## src/rtl/bemem_pkg.sv

```systemverilog
package bemem_pkg;

    typedef enum logic [1:0] {
        PH_IDLE = 2'd0,
        PH_WR   = 2'd1,
        PH_RD   = 2'd2,
        PH_FIN  = 2'd3
    } phase_e;

    // Transfer size in bytes for a command code, 0 for an unknown code.
    function automatic logic [2:0] code_bytes(input logic [4:0] code);
        case (code)
            5'd20, 5'd24: code_bytes = 3'd1;
            5'd21, 5'd25: code_bytes = 3'd2;
            5'd22, 5'd26: code_bytes = 3'd4;
            default:      code_bytes = 3'd0;
        endcase
    endfunction

    // Store codes (24..26) differ from load codes (20..22) in bit 3.
    function automatic logic code_is_write(input logic [4:0] code);
        code_is_write = code[3];
    endfunction

endpackage

```

## src/rtl/bemem_addr_gen.sv

```systemverilog
module bemem_addr_gen #(
    parameter int DATA_W = 32,
    parameter int ADDR_W = 16
) (
    input  logic              use_index,
    input  logic [ADDR_W-1:0] addr_in,
    input  logic [ADDR_W-1:0] prog_end,
    output logic [ADDR_W-1:0] addr_out
);
    // Element size is 4 bytes in the wide build, 2 bytes in the narrow one.
    localparam int ELEM_SHIFT = (DATA_W >= 32) ? 2 : 1;

    logic [ADDR_W-1:0] first_free;
    logic [ADDR_W-1:0] offset;

    assign first_free = prog_end + ADDR_W'(1);
    assign offset     = addr_in << ELEM_SHIFT;
    assign addr_out   = use_index ? (first_free + offset) : addr_in;
endmodule

```

## src/rtl/bemem_half_swap.sv

```systemverilog
module bemem_half_swap #(
    parameter int DATA_W = 32
) (
    input  logic [DATA_W-1:0] din,
    output logic [DATA_W-1:0] dout
);
    localparam int HALF_W = DATA_W / 2;

    generate
        if (DATA_W > 16) begin : g_swap
            assign dout = {din[HALF_W-1:0], din[DATA_W-1:HALF_W]};
        end else begin : g_pass
            // Narrow build: the register is a single word, so no swap is done.
            assign dout = din;
        end
    endgenerate
endmodule

```

## src/rtl/bemem_accessor.sv

```systemverilog
module bemem_accessor
    import bemem_pkg::*;
#(
    parameter int DATA_W = 32,
    parameter int ADDR_W = 16
) (
    input  logic              clk,
    input  logic              rst_n,
    input  logic              cmd_valid,
    input  logic [4:0]        cmd_code,
    input  logic              cmd_use_index,
    input  logic [ADDR_W-1:0] cmd_addr,
    input  logic [ADDR_W-1:0] prog_end,
    input  logic [DATA_W-1:0] wr_value,
    output logic              busy,
    output logic              done,
    output logic [DATA_W-1:0] rd_value,
    output logic              ram_en,
    output logic              ram_we,
    output logic [ADDR_W-1:0] ram_addr,
    output logic [7:0]        ram_wdata,
    input  logic [7:0]        ram_rdata
);
    localparam int BYTE_W = 8;
    localparam int KEEP_W = DATA_W - BYTE_W;

    typedef struct packed {
        phase_e            phase;
        logic [ADDR_W-1:0] ptr;      // address of the current access
        logic [2:0]        cnt;      // accesses left in this phase
        logic [1:0]        step;     // write step, odd = low byte
        logic              readback; // reads follow the writes
        logic              cap;      // a read was issued last cycle
        logic              done;
        logic [DATA_W-1:0] work;     // working copy of the store value
        logic [DATA_W-1:0] rd;
    } state_t;

    state_t st_d, st_q;

    logic [ADDR_W-1:0] start_addr;
    logic [DATA_W-1:0] in_swapped;
    logic [DATA_W-1:0] work_swapped;
    logic [2:0]        cmd_bytes;
    logic              cmd_wr;

    assign cmd_bytes = code_bytes(cmd_code);
    assign cmd_wr    = code_is_write(cmd_code);

    bemem_addr_gen #(.DATA_W(DATA_W), .ADDR_W(ADDR_W)) u_addr (
        .use_index (cmd_use_index),
        .addr_in   (cmd_addr),
        .prog_end  (prog_end),
        .addr_out  (start_addr)
    );

    bemem_half_swap #(.DATA_W(DATA_W)) u_swap_in (
        .din  (wr_value),
        .dout (in_swapped)
    );

    bemem_half_swap #(.DATA_W(DATA_W)) u_swap_work (
        .din  (st_q.work),
        .dout (work_swapped)
    );

    always_comb begin
        st_d      = st_q;
        st_d.done = 1'b0;
        st_d.cap  = 1'b0;
        ram_en    = 1'b0;
        ram_we    = 1'b0;
        ram_addr  = st_q.ptr;
        ram_wdata = st_q.work[15:8];

        // Byte returned by the RAM for last cycle's read enters at the bottom.
        if (st_q.cap) begin
            st_d.rd = {st_q.rd[KEEP_W-1:0], ram_rdata};
        end

        unique case (st_q.phase)
            PH_IDLE: begin
                if (cmd_valid && (cmd_bytes != 3'd0)) begin
                    st_d.ptr  = start_addr;
                    st_d.cnt  = cmd_bytes;
                    st_d.step = 2'd0;
                    if (cmd_wr) begin
                        st_d.phase    = PH_WR;
                        st_d.readback = (cmd_bytes == 3'd4);
                        if (cmd_bytes == 3'd4) begin
                            st_d.work = in_swapped;
                        end else if (cmd_bytes == 3'd1) begin
                            // Single byte is parked in the high-byte slot of step 0.
                            st_d.work = wr_value << BYTE_W;
                        end else begin
                            st_d.work = wr_value;
                        end
                    end else begin
                        st_d.phase    = PH_RD;
                        st_d.readback = 1'b0;
                        st_d.rd       = '0;
                    end
                end
            end
            PH_WR: begin
                ram_en    = 1'b1;
                ram_we    = 1'b1;
                ram_wdata = st_q.step[0] ? st_q.work[7:0] : st_q.work[15:8];
                st_d.step = st_q.step + 2'd1;
                if (st_q.step[0]) begin
                    st_d.work = work_swapped;
                end
                st_d.cnt = st_q.cnt - 3'd1;
                if (st_q.cnt == 3'd1) begin
                    if (st_q.readback) begin
                        st_d.phase = PH_RD;
                        st_d.ptr   = st_q.ptr - ADDR_W'(3);
                        st_d.cnt   = 3'd4;
                        st_d.rd    = '0;
                    end else begin
                        st_d.phase = PH_IDLE;
                        st_d.done  = 1'b1;
                    end
                end else begin
                    st_d.ptr = st_q.ptr + ADDR_W'(1);
                end
            end
            PH_RD: begin
                ram_en   = 1'b1;
                st_d.cap = 1'b1;
                st_d.cnt = st_q.cnt - 3'd1;
                if (st_q.cnt == 3'd1) begin
                    st_d.phase = PH_FIN;
                end else begin
                    st_d.ptr = st_q.ptr + ADDR_W'(1);
                end
            end
            PH_FIN: begin
                st_d.phase = PH_IDLE;
                st_d.done  = 1'b1;
            end
            default: st_d.phase = PH_IDLE;
        endcase
    end

    always_ff @(posedge clk) begin
        if (!rst_n) begin
            st_q <= '0;
        end else begin
            st_q <= st_d;
        end
    end

    assign busy     = (st_q.phase != PH_IDLE);
    assign done     = st_q.done;
    assign rd_value = st_q.rd;

    // completion strobe lasts one cycle.
    p_done_single_r11: assert property (@(posedge clk) disable iff (!rst_n)
        done |=> !done);

    // no RAM traffic while no transfer is running.
    p_idle_quiet_r1: assert property (@(posedge clk) disable iff (!rst_n)
        !busy |-> !ram_en);

    // back-to-back writes walk upward by one byte.
    p_write_walk_r6: assert property (@(posedge clk) disable iff (!rst_n)
        (ram_en && ram_we && $past(ram_en && ram_we)) |->
        (ram_addr == $past(ram_addr) + ADDR_W'(1)));

    // the readback starts three below the last written address.
    p_rewind_r7: assert property (@(posedge clk) disable iff (!rst_n)
        (ram_en && !ram_we && $past(ram_en && ram_we)) |->
        (ram_addr == $past(ram_addr) - ADDR_W'(3)));

    // back-to-back reads walk upward by one byte.
    p_read_walk_r8: assert property (@(posedge clk) disable iff (!rst_n)
        (ram_en && !ram_we && $past(ram_en && !ram_we)) |->
        (ram_addr == $past(ram_addr) + ADDR_W'(1)));

    // the result register moves only during a transfer or its strobe.
    p_rd_hold_r12: assert property (@(posedge clk) disable iff (!rst_n)
        !$stable(rd_value) |-> (busy || done));
endmodule

```

## config.mk

```make
export PLATFORM = sky130hd
export DESIGN_NAME = bemem_accessor
export DESIGN_NICKNAME = d
export VERILOG_FILES = /design/src/rtl/bemem_pkg.sv /design/src/rtl/bemem_addr_gen.sv /design/src/rtl/bemem_half_swap.sv /design/src/rtl/bemem_accessor.sv
export SDC_FILE = /design/constraint.sdc
export NUM_CORES = 1
export LEC_CHECK = 0
export BUFFER_PORTS_ARGS = -buffer_cell sky130_fd_sc_hd__buf_2
export CAP_MARGIN = 20
export CORE_MARGIN = 1.5
export CORE_UTILIZATION = 35
export DETAILED_ROUTE_END_ITERATION = 10
export HOLD_SLACK_MARGIN = 0.05
export PLACE_DENSITY = 0.56
export SLEW_MARGIN = 20
export SYNTH_ARGS = -nofsm -noshare
export SYNTH_HDL_FRONTEND = slang
export SYNTH_HIERARCHICAL = 1
export SYNTH_SLANG_ARGS = --single-unit
```

## constraint.sdc

```tcl
create_clock -name clk -period 3.07 [get_ports clk]
set_input_delay 0.614 -clock clk [delete_from_list [all_inputs] [get_ports clk]]
set_output_delay 0.614 -clock clk [all_outputs]
set_load 0.05 [all_outputs]
```

== Word-level counts from Yosys, hierarchy flattened ==
Cells that the tools add are included.

* Input port bits: 81
* Output and inout port bits: 60
* Word-level logic and storage cells: 83
* Flip-flop bits (word level): 90

* Muxes and demuxes: 33
* $add $sub $neg: 6
* Eq/ne operators: 19
* Reductions and logical operators: 16

{| class="wikitable"
|+ Operator list
! operator !! count
|-
| 2-to-1 mux 32 bit || 8
|-
| one-hot mux 64 bit (2 select lines) || 1
|-
| 2-to-1 mux 64 bit || 1
|-
| one-hot mux 19 bit (3 select lines) || 1
|-
| 2-to-1 mux 16 bit || 3
|-
| adder 16 x 1 -> 16 bit (second input constant) || 2
|-
| == test 5 bit (second input constant) || 6
|-
| 2-to-1 mux 24 bit || 1
|-
| 2-to-1 mux 19 bit || 1
|-
| adder 16 bit || 1
|-
| 2-to-1 mux 8 bit || 2
|-
| subtractor 16 x 2 -> 16 bit (second input constant) || 1
|-
| != test 2 bit (second input constant) || 6
|-
| one-hot mux 3 bit (3 select lines) || 1
|-
| 2-to-1 mux 2 bit || 4
|-
| one-hot mux 2 bit (4 select lines) || 1
|-
| AND reduction 4 bit || 2
|-
| OR reduction 2 bit || 4
|-
| == test 3 x 1 -> 1 bit (second input constant) || 2
|-
| 2-to-1 mux 1 bit || 6
|-
| AND reduction 2 bit || 3
|-
| nonzero test 3 bit || 2
|-
| == test 2 bit (second input constant) || 2
|-
| one-hot mux 2 bit (2 select lines) || 1
|-
| 11 further kinds || 12
|}

== Longest topological paths before layout ==
Gate-level depths: netlist of the first run.

* Word-level depth: 9
* Mapped depth: 11
* Gate-level depth less buffers: 10

== Hierarchy ==
Netlist of the first run, hierarchy kept.

{| class="wikitable"
|+ Modules (own cells, without submodules)
! module !! times used !! area an instance (sq um) !! seq. area each (sq um) !! cells each
|-
| bemem_accessor || 1 || 5504.0 || 1781.7 || 703
|-
| bemem_addr_gen || 1 || 992.2 || 0.0 || 141
|-
| bemem_half_swap || 2 || 240.2 || 0.0 || 32
|}

== Worst setup path after synthesis of the first run ==
OpenSTA, ideal clock, no wires.

* Kind: register to output
* Start: register st_q[89] in the netlist's numbering
* End: output port ram_wdata[0]
* Required time: 2.456 ns
* Buffers on the path: 2
* Arrival time: 2.153 ns
* Path slack: 0.303 ns
* Stages on the path, launching flop included: 7
* Path through: dfxtp_1 inv_1 ha_1 clkbuf_1 clkbuf_1 nand2_1 mux2_2

* Longest elaborated chain between the ends: 2

{| class="wikitable"
|+ RTL lines
! item !! line !! source
|-
| start, declared || bemem_accessor.sv:39 || <nowiki>state_t st_d, st_q;</nowiki>
|-
| start signal, assigned || bemem_accessor.sv:150 || <nowiki>st_q <= st_d;</nowiki>
|-
| == test 2 x 1 -> 1 bit || bemem_accessor.sv:81 || <nowiki>unique case (st_q.phase)</nowiki>
|-
| 2-to-1 mux 8 bit || bemem_accessor.sv:81 ||
|-
| end, declared || bemem_accessor.sv:21 || <nowiki>output logic [7:0] ram_wdata,</nowiki>
|}

Every way passes these cells.

== Worst setup path after layout of the first run ==
* Start: register st_q[89] in the netlist's numbering
* End: output port ram_wdata[5]

The elaborated chain is that of the path after synthesis.

==> out/summary.txt, run 1 <==
Per-cell routed wire length: 15.6 um
Mean Syn Cell Area: 7.68 sq um
Rows: 51
Post-synth ARST share: 0
Endpoint, Worst Hold: rd_value[26]
Hpwl dp: 13.1 mm
RSZ-0062 raised after global routing: false
Critical Path Fanout Max: 8
Worst-Margin Slew: 0.977 ns
Synth area leaders: dfxtp_1, buf_4, mux2i_1
Clock Root Buffer: clkbuf_16
Routed Antenna Nets: 0
Fmax: 364 MHz
Initial core utilization: 0.357
Syn_nets: 1011
Initial DRC count: 292
Yosys cell types: 68
Vias: 6213
Final Wtd Congestion: 0.867
Initial antenna violation count: 0
Worst Hold Depth: 2
Leak Pwr: 3.02 nW
First-pass GRT wire length: 28.5 mm
Vias in the first global route: 5574
Post-synth EDFFs: 0
Yosys top cell by area: dfxtp_1
Placement Cell Area: 7010 sq um
Class of the worst hold path: register to register
Min-delay src: rd_value[26]
Drt first pass iters: 4
Most frequent cells in the layout: buf_2, a21oi_1, nor2_1, dfxtp_1
Sequential area share after synthesis: 0.255
Area Growth Syn to Fin: 5.08%
Port Buf Inserts: 140
Min cycle time layout: 2.74 ns
# IOs: 141
FF-to-FF setup slack: 0.75 ns
Global route overflow: 0
Gr usage total: 0.173
Clock Pin Slew Worst Setup and Hold Paths: 0.06 ns
Reg-to-reg startpoint: ram_addr[0]
Critical path endpoint category: primary output
Critical R2R Capture: ram_addr[12]
Layout cell share with drive strength beyond 1: 0.215
Power Dens Cells: 763 nW/um^2
Seq cells post-synth: 89
Mapped Cells: 908
Htree depth: 3
Resize count post-CTS: 0
Worst-Skew Late Latency: 0.35 ns
Layout fillers: 2084
CTS Buf Count: 9
Maximum buffer depth of the clock tree: 2
Main synth FF type: dfxtp_1
Max Cap Viol: 0
Sink Count: 89
Worst reg2reg path depth: 7
Die Y: 144 um
Fin crit share: 0.894
Die area: 20800 sq um
Final Hold Viols: 0
Final slew viol count: 0
Post CTS Setup Buffer Count: 0
Startpoint types: register
Crit path DAT: 2.13 ns
Final Cell Area: 7330 sq um
Max IR drop VDD: 0.415 mV
Final setup fails: 0
Worst Setup Path Type: register to primary output
Share of the synthesized area in the top cell type: 0.255
Most common cell after layout, fill and taps aside: buf_2
CTS Hold Bufs: 0
CTS tree: built
Max transition margin: 0.348
DRC Markers: 0
Sum of negative setup slack: 0 ns
# nets final: 997
Layout Skew: 0.0105 ns
Outcome: complete, no violations
WL final: 18.1 mm
Via-to-Cell Ratio: 5.34
Largest net degree at the start of global routing: 65
Netlist Area Pre-Place: 6980 sq um
Core ar.: 19500 sq um
Chip width: 144 um
Ant diodes: 0
WP data required: 2.46 ns
YS warnings: 6
==> metal layers <==
metal	wire [um]	GRT usage	up-vias
met5	0	0	-
met4	195	0.0473	0
met3	786	0.0358	14
li1	-	-	3135
met2	8990	0.301	105
met1	8180	0.215	2959
==> through the flow <==
step / setup WS [ns] / instances / hold WS (ns) / power (mW) / util
after floorplan: 0.303 / 908 / 0.462 / 4.10 / -
after global placement: 0.285 / 1148 / 0.469 / 4.41 / 0.359
after detailed placement: 0.261 / 1148 / 0.477 / 4.42 / 0.359
after CTS: 0.289 / 1164 / 0.489 / 5.64 / 0.375
after global routing: 0.200 / 1164 / 0.514 / 5.96 / 0.375
final: 0.326 / 1164 / 0.490 / 5.59 / 0.375
==> flip-flops by register name, summed over array words and instances (netlist names) <==
register and cells:
done 1, ram_addr 16, rd_value 32, st_q 40
==> critical path: stages (launching register included) <==
cell and delay (ns):
dfxtp_1 0.40, inv_1 0.09, ha_1 0.29, nand2_1 0.38
mux2_2 0.41, buf_2 0.22
==> cells in the mapped netlist (all sizes together) (6+ instances only) <==
library cell and count:
inv 13, a21oi 112, clkbuf 48, ha 22, mux2i 59, nand2 59, o211ai 12, a21o 8
xor2 7, a31oi 7, dfxtp 89, nand4 10, a211oi 30, buf 130, mux2 14, nor2 89
nor3 9, nand3 28, xnor2 15, o21ai 59, and3 6
==> logic make-up after synthesis <==
logic type               count (synthesis)  synth area share
multiplexers                            73             0.107
AND/OR/NAND/NOR                        238             0.160
adder cells (fa/ha/maj)                 22            0.0395
XOR/XNOR                                22            0.0276
buffers and inverters                  193             0.169
AO/OA/AOI/OAI                          271             0.241
flip-flops                              89             0.255
==> worst max-delay path by stage <==
stage | from | end | slack [ns] | depth (start not counted)
after CTS | st_q[89] | ram_wdata[5] | 0.29 | 5
final | st_q[89] | ram_wdata[5] | 0.33 | 5
after global routing | st_q[89] | ram_wdata[5] | 0.20 | 5
after global placement | prog_end[4] | ram_addr[9] | 0.29 | 11
after detailed placement | prog_end[4] | ram_addr[9] | 0.26 | 11
after floorplan | st_q[89] | ram_wdata[0] | 0.30 | 6
==> final cells by class <==
| cell class | count | area, sq um | area share |
|---|---|---|---|
| Inverter | 15 | 56.3 | 0.00768 |
| Multi-Input combinational cell | 626 | 4020 | 0.548 |
| Clock buffer | 10 | 239 | 0.0326 |
| Sequential cell | 89 | 1780 | 0.243 |
| Clock inverter | 6 | 78.8 | 0.0108 |
| Tap cell | 265 | 332 | 0.0452 |
| Timing Repair Buffer | 153 | 823 | 0.112 |
==> where the power goes <==
group | switching [mW] | total (mW) | internal [mW] | leakage, nW
sequential | 0.322 | 1.76 | 1.43 | 0.724
clock | 0.516 | 1.19 | 0.674 | 0.158
combinational | 1.79 | 2.65 | 0.861 | 2.14
total | 2.63 | 5.59 | 2.97 | 3.02
Note: power is estimated with default switching activity, not from simulation.
==> run 2, diff against run 1 <==
--- a/config.mk
+++ b/config.mk
@@ -5,6 +5,7 @@
 export SDC_FILE = /design/constraint.sdc
 export NUM_CORES = 1
 export LEC_CHECK = 0
+export ABC_AREA = 1
 export BUFFER_PORTS_ARGS = -buffer_cell sky130_fd_sc_hd__buf_2
 export CAP_MARGIN = 20
 export CORE_MARGIN = 1.5
@@ -17,3 +18,4 @@
 export SYNTH_HDL_FRONTEND = slang
 export SYNTH_HIERARCHICAL = 1
 export SYNTH_SLANG_ARGS = --single-unit
+export TNS_END_PERCENT = 20
==> run 2 against run 1 <==
Maximum frequency up 0.38%. Clock skew up 0.0019 ns. Sequential share of layout area is 1.9 points lower. First-iteration DRC count rose by 74%.
==> out/summary.txt, run 2 <==
Tightest hold margin: 0.481 ns (-0.00809 ns)
Register Area: 1780 sq um (unchanged)
Clock Root Buffer: clkbuf_16
Critical path endpoint category: primary output
Port Buf Inserts: 140 (unchanged)
Power Dens Cells: 724 nW/um^2 (-5.2%)
Simple-gate portion of the synthesized area: 0.354 (+0.194)
Ant diodes: 0 (unchanged)
Gr usage total: 0.193 (+0.0202)
Clock Pin Slew Worst Setup and Hold Paths: 0.08 ns (+0.02 ns)
Post CTS Setup Buffer Count: 0 (unchanged)
Area Growth Syn to Fin: 5.08% (about the same)
Syn_nets: 1340 (+33%)
Fin cells: 1520 (+31%)
Most common library cells after synthesis: nand2_1, nor2_1, buf_4
Sum of negative setup slack: 0 ns (unchanged)
Max transition margin: 0.349 (+0.000931)
CTS tree: built
Worst Slack Setup Final: 0.336 ns (+0.0104 ns)
Class of the worst hold path: register to register
Post-synthesis adder-cell area fraction: 0.0364 (-0.00307)
YS warnings: 6 (unchanged)
Startpoint types: register
Most common cell in the netlist: nand2_1
Per-cell routed wire length: 14.4 um (-7.7%)
Layout cell share with drive strength beyond 1: 0.167 (-0.0476)
Post-synth ARST share: 0 (unchanged)
XOR/XNOR Fraction of Synth Area: 0.0162 (-0.0114)
Maximum buffer depth of the clock tree: 2 (unchanged)
Vias: 7418 (+19%)
Yosys top cell by area: dfxtp_1
Layout Skew: 0.0124 ns (+0.00191 ns)
Sequential area share after synthesis: 0.235 (-0.0199)
Place WS: 0.522 ns (+0.261 ns)
Initial core utilization: 0.359 (+0.00149)
Placed Cells: 1504 (+31%)
Vias in the first global route: 6597 (+18%)
Share of the synthesized area in the top cell type: 0.235 (-0.0199)
Htree depth: 3 (unchanged)
CTS Hold Bufs: 0 (unchanged)
WL final: 21.9 mm (+21%)
Top Metal Used: met4
Worst Setup Path Type: register to primary output
Outcome: complete, no violations
Global route overflow: 0 (unchanged)
Rows: 53 (+3.9%)
Seq cells post-synth: 89 (unchanged)
Chip width: 150 um (+4.1%)
Min-delay src: st_q[35]
Compound-gate portion of the synthesized area: 0.109 (-0.132)
Multi-input logic area: 4310 sq um (+7.3%)
Synth area leaders: dfxtp_1, nand2_1, buf_4
Routed length on met3: 997 um (+27%)
Mapped Cells: 1237 (+36%)
Final Hold Viols: 0 (unchanged)
Max Cap Viol: 0 (unchanged)
WL met1: 10.7 mm (+31%)
Yosys cell types: 43 (-37%)
Worst-Skew Late Latency: 0.36 ns (about the same)
WP data required: 2.46 ns (about the same)
Routed Antenna Nets: 0 (unchanged)
Crit path DAT: 2.12 ns (about the same)
Final Wtd Congestion: 0.887 (+2.3%)
Drt first pass iters: 5 (+1)
Multiplexer area fraction after synthesis: 0.0542 (-0.0530)
Final Cell Area: 7950 sq um (+8.4%)
FF-to-FF setup slack: 0.70 ns (-0.05 ns)
Hpwl dp: 16.2 mm (+24%)
Leak Pwr: 3.94 nW (+30%)
Crit path cell chain: inv_1 > ha_1 > nand2_1 > mux2_2 > buf_2
Worst-Margin Slew: 0.976 ns (-0.00140 ns)
Layout Utilization: 0.377 (+0.00157)
Netlist Area Pre-Place: 7570 sq um (+8.4%)
Layout fillers: 2405 (+15%)
First-pass GRT wire length: 34.5 mm (+21%)
Post-synth EDFFs: 0 (unchanged)
Fmax: 366 MHz (+0.38%)
Die area: 22500 sq um (+8.3%)
Delay-heaviest family, CP: multiplexers
Main synth FF type: dfxtp_1
CP max stage cell: mux2_2
CTS Buf Count: 9 (unchanged)
Final setup fails: 0 (unchanged)
Largest net degree at the start of global routing: 51 (-22%)
Max IR drop VDD: 0.315 mV (-24%)
Largest stage delay, worst path: 0.43 ns (+0.02 ns)
Resize count post-CTS: 0 (unchanged)
Reg-to-reg startpoint: st_q[89]
Most common cell after layout, fill and taps aside: nand2_1
Met2 WL post-DR: 9.81 mm (+9.2%)
Worst Setup SP: st_q[89]
Die Y: 150 um (+4.1%)
# IOs: 141 (unchanged)
Tot Pwr: 5.75 mW (+2.8%)
Critical Path Fanout Max: 8 (unchanged)
# nets final: 1343 (+35%)
Max reg flops: 40 (unchanged)
Largest family of logic cells by synthesized area: simple AND/OR/NAND/NOR gates
RSZ-0062 raised after global routing: false
Sink Count: 89 (unchanged)
Min cycle time layout: 2.73 ns (-0.0104 ns)
Initial DRC count: 508 (+74%)
Count of buffer and inverter cells on the critical path: 2 (unchanged)
Final slew viol count: 0 (unchanged)
Largest Register: st_q
Via-to-Cell Ratio: 4.88 (-8.6%)
DRC Markers: 0 (unchanged)
Placement Cell Area: 7650 sq um (+9.1%)
Fin crit share: 0.891 (-0.00339)
Core ar.: 21100 sq um (+8.0%)
Most frequent cells in the layout: nand2_1, nor2_1, buf_2, nand3_1, inv_1
Mean Syn Cell Area: 6.12 sq um (-20%)
Initial antenna violation count: 0 (unchanged)
[run 2: final cells by class]
class,instances,area share
inverters,99,0.0467
clock inverters,7,0.00897
multi-input cells,882,0.542
well taps,275,0.0433
repair buffers,159,0.106
flip-flops and latches,89,0.224
clock buffers,9,0.0283
[run 2: layer usage]
metal / vias to the layer above / GRT usage
li1: 3835 / -
met1: 3362 / 0.271
met2: 200 / 0.307
met3: 21 / 0.0296
met4: 0 / 0.0475
met5: - / 0
[run 2: logic make-up (layout without fill, tap and decap cells)]
logic type / after synthesis / count (layout)
multiplexers: 40 / 40
buffers and inverters: 266 / 274
XOR/XNOR: 14 / 14
AO/OA/AOI/OAI: 154 / 154
adder cells (fa/ha/maj): 22 / 22
AND/OR/NAND/NOR: 652 / 652
flip-flops: 89 / 89
[run 2: where the power goes]
group          internal (mW)  switching [mW]  total [mW]
logic                  0.896            1.97        2.87
clock network          0.575           0.565        1.14
registers               1.41           0.340        1.75
[run 2: path summary, 6_finish.rpt]
| check | endpoint | cells after the start |
|---|---|---|
| min | st_q[35] | 2 |
| max reg2reg | st_q[71] | 11 |
| min reg2reg | st_q[35] | 2 |
| max | ram_wdata[6] | 5 |
[run 2: worst reg2reg max path: stages, from the launching register on]
cell	delay [ns]
dfxtp_1	0.34
inv_1	0.10
ha_1	0.24
buf_4	0.39
inv_1	0.17
nor2_2	0.40
inv_1	0.20
nand2_1	0.11
nand2_1	0.05
o31ai_1	0.06
o21ai_0	0.10
a21oi_1	0.13
